<file path="config.mk">
export PLATFORM = sky130hd
export DESIGN_NAME = wake_event_ctrl
export DESIGN_NICKNAME = d
export VERILOG_FILES = /design/src/rtl/wake_pkg.sv /design/src/rtl/wake_sync.sv /design/src/rtl/wake_regs.sv /design/src/rtl/wake_arbiter.sv /design/src/rtl/wake_event_ctrl.sv
export SDC_FILE = /design/constraint.sdc
export NUM_CORES = 1
export LEC_CHECK = 0
export BUFFER_PORTS_ARGS = -buffer_cell sky130_fd_sc_hd__buf_2
export CORE_ASPECT_RATIO = 0.9
export CORE_UTILIZATION = 47
export CTS_CLUSTER_SIZE = 20
export DETAILED_ROUTE_END_ITERATION = 6
export PLACE_DENSITY_LB_ADDON = 0.1
export SLEW_MARGIN = 10
export SYNTH_ARGS = -nofsm -noshare
export SYNTH_HDL_FRONTEND = slang
export SYNTH_SLANG_ARGS = --single-unit
</file>
<file path="constraint.sdc">
create_clock -name clk -period 1.2 [get_ports clk]
set_clock_uncertainty 0.1 [all_clocks]
set_input_delay 0.18 -clock clk [delete_from_list [all_inputs] [get_ports clk]]
set_output_delay 0.18 -clock clk [all_outputs]
set_load 0.01 [all_outputs]
</file>
<file path="src/rtl/wake_pkg.sv">
package wake_pkg;
  typedef enum logic [1:0] {
    SLP_S0 = 2'd0,
    SLP_S3 = 2'd1,
    SLP_S4 = 2'd2,
    SLP_S5 = 2'd3
  } slp_e;

  localparam logic [1:0] ADDR_CTRL  = 2'd0;
  localparam logic [1:0] ADDR_STS   = 2'd1;
  localparam logic [1:0] ADDR_CAUSE = 2'd2;

  localparam int CTL_W         = 3;
  localparam int CTL_PCIE_DIS  = 0;
  localparam int CTL_PME_EN    = 1;
  localparam int CTL_PME_S5DIS = 2;

  localparam int STS_W    = 4;
  localparam int CAUSE_W  = 3;
  localparam int STS_PCIE = 0;
  localparam int STS_PME  = 1;
  localparam int STS_CTL  = 2;
  localparam int STS_PWR  = 3;
endpackage

</file>
<file path="src/rtl/wake_sync.sv">
module wake_sync #(
  parameter int   W      = 4,
  parameter int   STAGES = 2,
  parameter logic RST_V  = 1'b1
) (
  input  logic         clk,
  input  logic         rst,
  input  logic [W-1:0] d,
  output logic [W-1:0] q
);
  logic [W-1:0] chain [STAGES];

  always_ff @(posedge clk) begin
    if (rst) begin
      for (int i = 0; i < STAGES; i++) chain[i] <= {W{RST_V}};
    end else begin
      chain[0] <= d;
      for (int i = 1; i < STAGES; i++) chain[i] <= chain[i-1];
    end
  end

  assign q = chain[STAGES-1];
endmodule

</file>
<file path="src/rtl/wake_regs.sv">
module wake_regs
  import wake_pkg::*;
#(
  parameter int DW = 8
) (
  input  logic               clk,
  input  logic               rst,
  input  logic               we,
  input  logic [1:0]         addr,
  input  logic [DW-1:0]      wdata,
  input  logic [STS_W-1:0]   sts_set,
  input  logic               cause_load,
  input  logic [CAUSE_W-1:0] cause_val,
  output logic [CTL_W-1:0]   ctrl_q,
  output logic [STS_W-1:0]   sts_q,
  output logic [CAUSE_W-1:0] cause_q,
  output logic [DW-1:0]      rdata
);
  logic wr_ctrl, wr_sts, wr_cause;
  assign wr_ctrl  = we && (addr == ADDR_CTRL);
  assign wr_sts   = we && (addr == ADDR_STS);
  assign wr_cause = we && (addr == ADDR_CAUSE);

  always_ff @(posedge clk) begin
    if (rst)          ctrl_q <= '0;
    else if (wr_ctrl) ctrl_q <= wdata[CTL_W-1:0];
  end

  // sticky status: a new event wins over a simultaneous clear
  for (genvar i = 0; i < STS_W; i++) begin : g_sts
    logic clr;
    assign clr = wr_sts && wdata[i];
    always_ff @(posedge clk) begin
      if (rst) sts_q[i] <= 1'b0;
      else     sts_q[i] <= sts_set[i] | (sts_q[i] & ~clr);
    end
  end

  for (genvar j = 0; j < CAUSE_W; j++) begin : g_cause
    logic clr;
    assign clr = wr_cause && wdata[j];
    always_ff @(posedge clk) begin
      if (rst) cause_q[j] <= 1'b0;
      else     cause_q[j] <= (cause_load & cause_val[j]) | (cause_q[j] & ~clr);
    end
  end

  always_ff @(posedge clk) begin
    if (rst) rdata <= '0;
    else begin
      unique case (addr)
        ADDR_CTRL:  rdata <= DW'(ctrl_q);
        ADDR_STS:   rdata <= DW'(sts_q);
        ADDR_CAUSE: rdata <= DW'(cause_q);
        default:    rdata <= '0;
      endcase
    end
  end
endmodule

</file>
<file path="src/rtl/wake_arbiter.sv">
module wake_arbiter
  import wake_pkg::*;
(
  input  logic               clk,
  input  logic               rst,
  input  logic [1:0]         slp_state,
  input  logic [CTL_W-1:0]   ctrl,
  input  logic [CAUSE_W-1:0] sts,
  input  logic               global_rst_evt,
  output logic               wake_req,
  output logic               cause_load,
  output logic [CAUSE_W-1:0] cause_val
);
  slp_e st;
  logic asleep, prev_s0, entry, suppress, sent, fire;
  logic [CAUSE_W-1:0] hit;

  assign st     = slp_e'(slp_state);
  assign asleep = (st != SLP_S0);
  assign entry  = asleep && prev_s0;

  assign hit[STS_PCIE] = sts[STS_PCIE] & ~ctrl[CTL_PCIE_DIS];
  assign hit[STS_PME]  = sts[STS_PME] & ctrl[CTL_PME_EN]
                         & ~(ctrl[CTL_PME_S5DIS] && (st == SLP_S5));
  assign hit[STS_CTL]  = sts[STS_CTL];

  assign fire = asleep && !suppress && !sent && (|hit);

  always_ff @(posedge clk) begin
    if (rst) begin
      wake_req <= 1'b0;
      sent     <= 1'b0;
      suppress <= 1'b0;
      prev_s0  <= 1'b1;
    end else begin
      wake_req <= fire;
      prev_s0  <= !asleep;
      sent     <= asleep ? (sent | fire) : 1'b0;
      if (global_rst_evt) suppress <= 1'b1;
      else if (entry)     suppress <= 1'b0;
    end
  end

  assign cause_load = fire;
  assign cause_val  = sts;
endmodule

</file>
<file path="src/rtl/wake_event_ctrl.sv">
module wake_event_ctrl
  import wake_pkg::*;
#(
  parameter int NUM_PCIE    = 4,
  parameter int NUM_PME     = 4,
  parameter int SYNC_STAGES = 2,
  parameter int DW          = 8
) (
  input  logic                clk,
  input  logic                rst,
  input  logic [NUM_PCIE-1:0] pcie_wake_n,
  input  logic [NUM_PME-1:0]  pme_req,
  input  logic                ctl_wake_req,
  input  logic [1:0]          slp_state,
  input  logic                power_lost,
  input  logic                global_rst_evt,
  input  logic                reg_we,
  input  logic [1:0]          reg_addr,
  input  logic [DW-1:0]       reg_wdata,
  output logic [DW-1:0]       reg_rdata,
  output logic                wake_req,
  output logic [CAUSE_W-1:0]  wake_cause,
  output logic                pwr_fail_flag
);
  logic [NUM_PCIE-1:0] pin_sync;
  logic [STS_W-1:0]    sts_set, sts_q;
  logic [CTL_W-1:0]    ctrl_q;
  logic                cause_load;
  logic [CAUSE_W-1:0]  cause_val;

  wake_sync #(.W(NUM_PCIE), .STAGES(SYNC_STAGES), .RST_V(1'b1)) u_sync (
    .clk(clk), .rst(rst), .d(pcie_wake_n), .q(pin_sync)
  );

  assign sts_set[STS_PCIE] = |(~pin_sync);
  assign sts_set[STS_PME]  = |pme_req;
  assign sts_set[STS_CTL]  = ctl_wake_req;
  assign sts_set[STS_PWR]  = power_lost && (slp_state == SLP_S0);

  wake_regs #(.DW(DW)) u_regs (
    .clk(clk), .rst(rst), .we(reg_we), .addr(reg_addr), .wdata(reg_wdata),
    .sts_set(sts_set), .cause_load(cause_load), .cause_val(cause_val),
    .ctrl_q(ctrl_q), .sts_q(sts_q), .cause_q(wake_cause), .rdata(reg_rdata)
  );

  wake_arbiter u_arb (
    .clk(clk), .rst(rst), .slp_state(slp_state), .ctrl(ctrl_q),
    .sts(sts_q[CAUSE_W-1:0]), .global_rst_evt(global_rst_evt),
    .wake_req(wake_req), .cause_load(cause_load), .cause_val(cause_val)
  );

  assign pwr_fail_flag = sts_q[STS_PWR];
endmodule

</file>
==> run summary <==
=========================================================================================
Count of warnings emitted by yosys .........................................            0
Antenna violations before repair ...........................................            0
Clock sink total ...........................................................           26
Clock buffer count from CTS ................................................            3
Area growth from synthesis to layout .......................................        33.9%
Core area ..................................................................    1990 um^2
Dominant cell by count in the synthesized netlist ..........................      dfxtp_1
Starting DRC count in detailed routing .....................................            9
Post-synthesis average cell area ...........................................    10.0 um^2
Relative contribution of combinational cells to total power ................        13.9%
Critical path arrival ......................................................      0.85 ns
First drt pass iteration count .............................................            4
Type of the worst min-delay path ...........................................    in -> reg
Internal power .............................................................      1380 uW
Proportion of register bits with asynchronous set or reset after synthesis .           0%
Ratio of total power to cell area .......................................... 1310 nW/um^2
Hold path depth ............................................................            3
Post-synthesis share of cell area spent on and, or, nand and nor gates .....        27.2%
Number of hold violations in the final report ..............................            0
Critical path data required time ...........................................      0.92 ns
Post-synth top flop ........................................................      dfxtp_1
Summed instance area of the synthesized netlist ............................    1020 um^2
Total congestion overflow after global routing .............................            0
Average wire per cell in the routed design .................................      12.0 um
Synthesized-area fraction occupied by xor and xnor cells ...................           0%
Horizontal die dimension ...................................................      51.2 um
Area fraction of the dominant cell type after synthesis ....................        50.9%
Number of standard cells in the layout, taps in and fillers out ............          171
Clock latency on the worst-skew pair .......................................      0.33 ns
Cell depth of the worst flop-to-flop path ..................................            3
Quantity of I/O buffers inserted on ports ..................................           30
First-pass GRT wire length .................................................      3.38 mm
Remaining antenna violation count after routing ............................            0
Cell total after placement .................................................          160
Die Footprint ..............................................................    2370 um^2
Most numerous cell types in the synthesized netlist ........................ dfxtp_1, nor2_1, or2_2
Detailed placer's ending HPWL ..............................................      1.45 mm
Worst r2r src .............................................................. u_regs.ctrl_q[2]$_SDFFE_PP0P_
Switching pwr ..............................................................       412 uW
Tcrit/Tclk final ...........................................................        94.0%
Setup TNS ..................................................................         0 ns
Gate Count Post-Synth ......................................................          102
Via count of the first global-routing pass .................................          819
Count of nets after finishing ..............................................          173
Total power consumption of the routed design ...............................      1790 uW
Total routing resource utilization after global routing ....................        20.1%
Outcome .................................................................... complete, no violations
Post-synthesis cell type with the largest combined area ....................      dfxtp_1
Source of the critical timing path ......................................... u_regs.cause_q[0]$_SDFF_PP0_
Worst Setup Path Type ......................................................   reg -> out
Part of the total power dissipated in the clock network ....................        33.9%
Top area cells in the synthesized netlist .................................. dfxtp_1, nand4b_1, mux2i_1
Unrepaired setup endpoints after global routing ............................        false
Maximum net fanout on the critical path ....................................            3
Clock Path Buffers .........................................................            2
Leakage dissipation ........................................................  0.000600 uW
Antenna diodes .............................................................            0
Via-to-Cell Ratio ..........................................................         5.13
Startpoint of the lowest-slack hold path ...................................   pme_req[1]
Pin count of the biggest net entering global routing .......................           17
Buffers plus inverters on the worst setup path .............................            1
Maximum clock rate .........................................................      887 MHz
Maximum Capacitance Violations .............................................            0
Starting Density ...........................................................        51.4%
Die Span Y .................................................................      46.2 um
Post-Synth Adder-Cell Area .................................................           0%
Root Driver ................................................................     clkbuf_4
CTS H-tree depth ...........................................................            1
Number of enable-type register cells in the synthesized netlist ............            0
Family with the most delay on the worst path ...............................   flip-flops
Cells along the critical path ..............................................        buf_2
Max-slew violation count ...................................................            0
Fraction of power spent switching nets .....................................        23.0%
Number of cells on the critical path .......................................            1
Clock period minus worst slack .............................................      1.13 ns
Setup crit end kind ........................................................   output pin
Count of endpoints failing setup in the final report .......................            0
Delay of the slowest cell on the worst path ................................      0.38 ns
Fraction of final layout cells sized beyond drive strength 1 ...............        37.7%
Sequential area share after synthesis ......................................        50.9%
Peak supply drop ...........................................................    0.00104 V
Highest-delay cell along the critical path .................................      dfxtp_1
Number of cell rows ........................................................           15
Synthesis-stage register bit count .........................................           26
Total wire length after detailed routing ...................................      2.04 mm
IO Pins ....................................................................           39
Count of unresolved DRC violations after routing ...........................            0
CTS clk-pin slew, worst paths ..............................................      0.14 ns
Mux cell area share after synthesis ........................................        5.88%
Clock tree from TritonCTS ..................................................        built
Synthesized-area fraction occupied by ao, oa, aoi and oai cells ............        10.0%
Routed vias ................................................................          878
Critical Path Source Type ..................................................         flop
RD Place Congestion ........................................................        0.840
Distinct cell type count after synthesis ...................................           29
Reg power frac .............................................................        52.2%
Largest family of logic cells by synthesized area .......................... simple AND/OR/NAND/NOR gates
=========================================================================================
-- area by class of cell --
class / instances / area (um^2)
clock buffers: 3 / 22.5
multi-input cells: 70 / 467
flip-flops and latches: 26 / 522
inverters: 1 / 3.75
fillers: 165 / 621
repair buffers: 45 / 293
well taps: 25 / 31.3
clock inverters: 1 / 30.0
-- cells in the final DEF, fill, tap and decap left out, types with 5 or more instances in the layout --
master         instances
or2_2                  8
nand2_1                5
dfxtp_1               25
mux2i_1                6
a21oi_1                6
dlygate4sd3_1          7
nand4b_1               7
buf_2                 30
nor2_1                10
buf_4                  7
-- worst paths after layout --
kind	end	slack, ns
worst max register to register	u_regs.cause_q[0]$_SDFF_PP0_	0.09
worst min-delay path	u_regs.sts_q[1]$_SDFF_PP0_	0.005
worst min register to register	u_sync.chain[0][5]$_SDFF_PP1_	0.33
worst max-delay path	wake_cause[0]	0.07
-- metal layers --
layer	up-vias	global-route usage, %	wire length, um
met2	30	36.8	1010
li1	439	-	-
met5	-	0	0
met4	0	8.89	19
met1	407	22.8	929
met3	2	3.96	89
-- what timing repair did --
item / 4_1_cts / 5_1_grt
endpoints found under the hold margin: 7 / 0
pin swaps: 1 / 1
hold buffers: 7 / 0
resized for setup: 0 / 2
endpoints found under the setup margin: 2 / 2
buffers inserted: 0 / 0
-- power groups by stage --
stage,clock network [uW],registers [uW],logic (uW)
CTS,617,935,246
finish,608,937,250
global placement,0,953,224
floorplan,0,961,120
detailed placement,0,955,226
global route,642,943,276
-- stage by stage --
stage	util (%)	area, um^2	hold WS (ns)	setup slack (ns)
final	68.8	1370	0.00507	0.0725
after detailed placement	62.0	1230	0.264	0.00661
after CTS	68.2	1360	0.00201	0.00193
after global routing	68.8	1370	0.0190	0.0297
after floorplan	-	1030	0.184	0.119
after global placement	62.0	1230	0.262	0.0138
-- sequential cells by signal, summed over array words and instances, names as in the netlist --
name	count
u_sync.chain	8
u_arb.sent	1
u_regs.sts_q	4
u_regs.ctrl_q	3
u_regs.cause_q	3
u_arb.wake_req	1
u_arb.suppress	1
u_regs.rdata	4
u_arb.prev_s0	1
-- logic make-up (layout without fill, tap and decap cells) --
kind of cell           count (synthesis)  after routing
other                                  1              4
DFF                                   26             26
AOI/OAI and AO/OA                     15             15
and+or+nand+nor                       45             45
buffers and inverters                  9             50
muxes                                  6              6
Note: power is estimated with default switching activity, not from simulation.
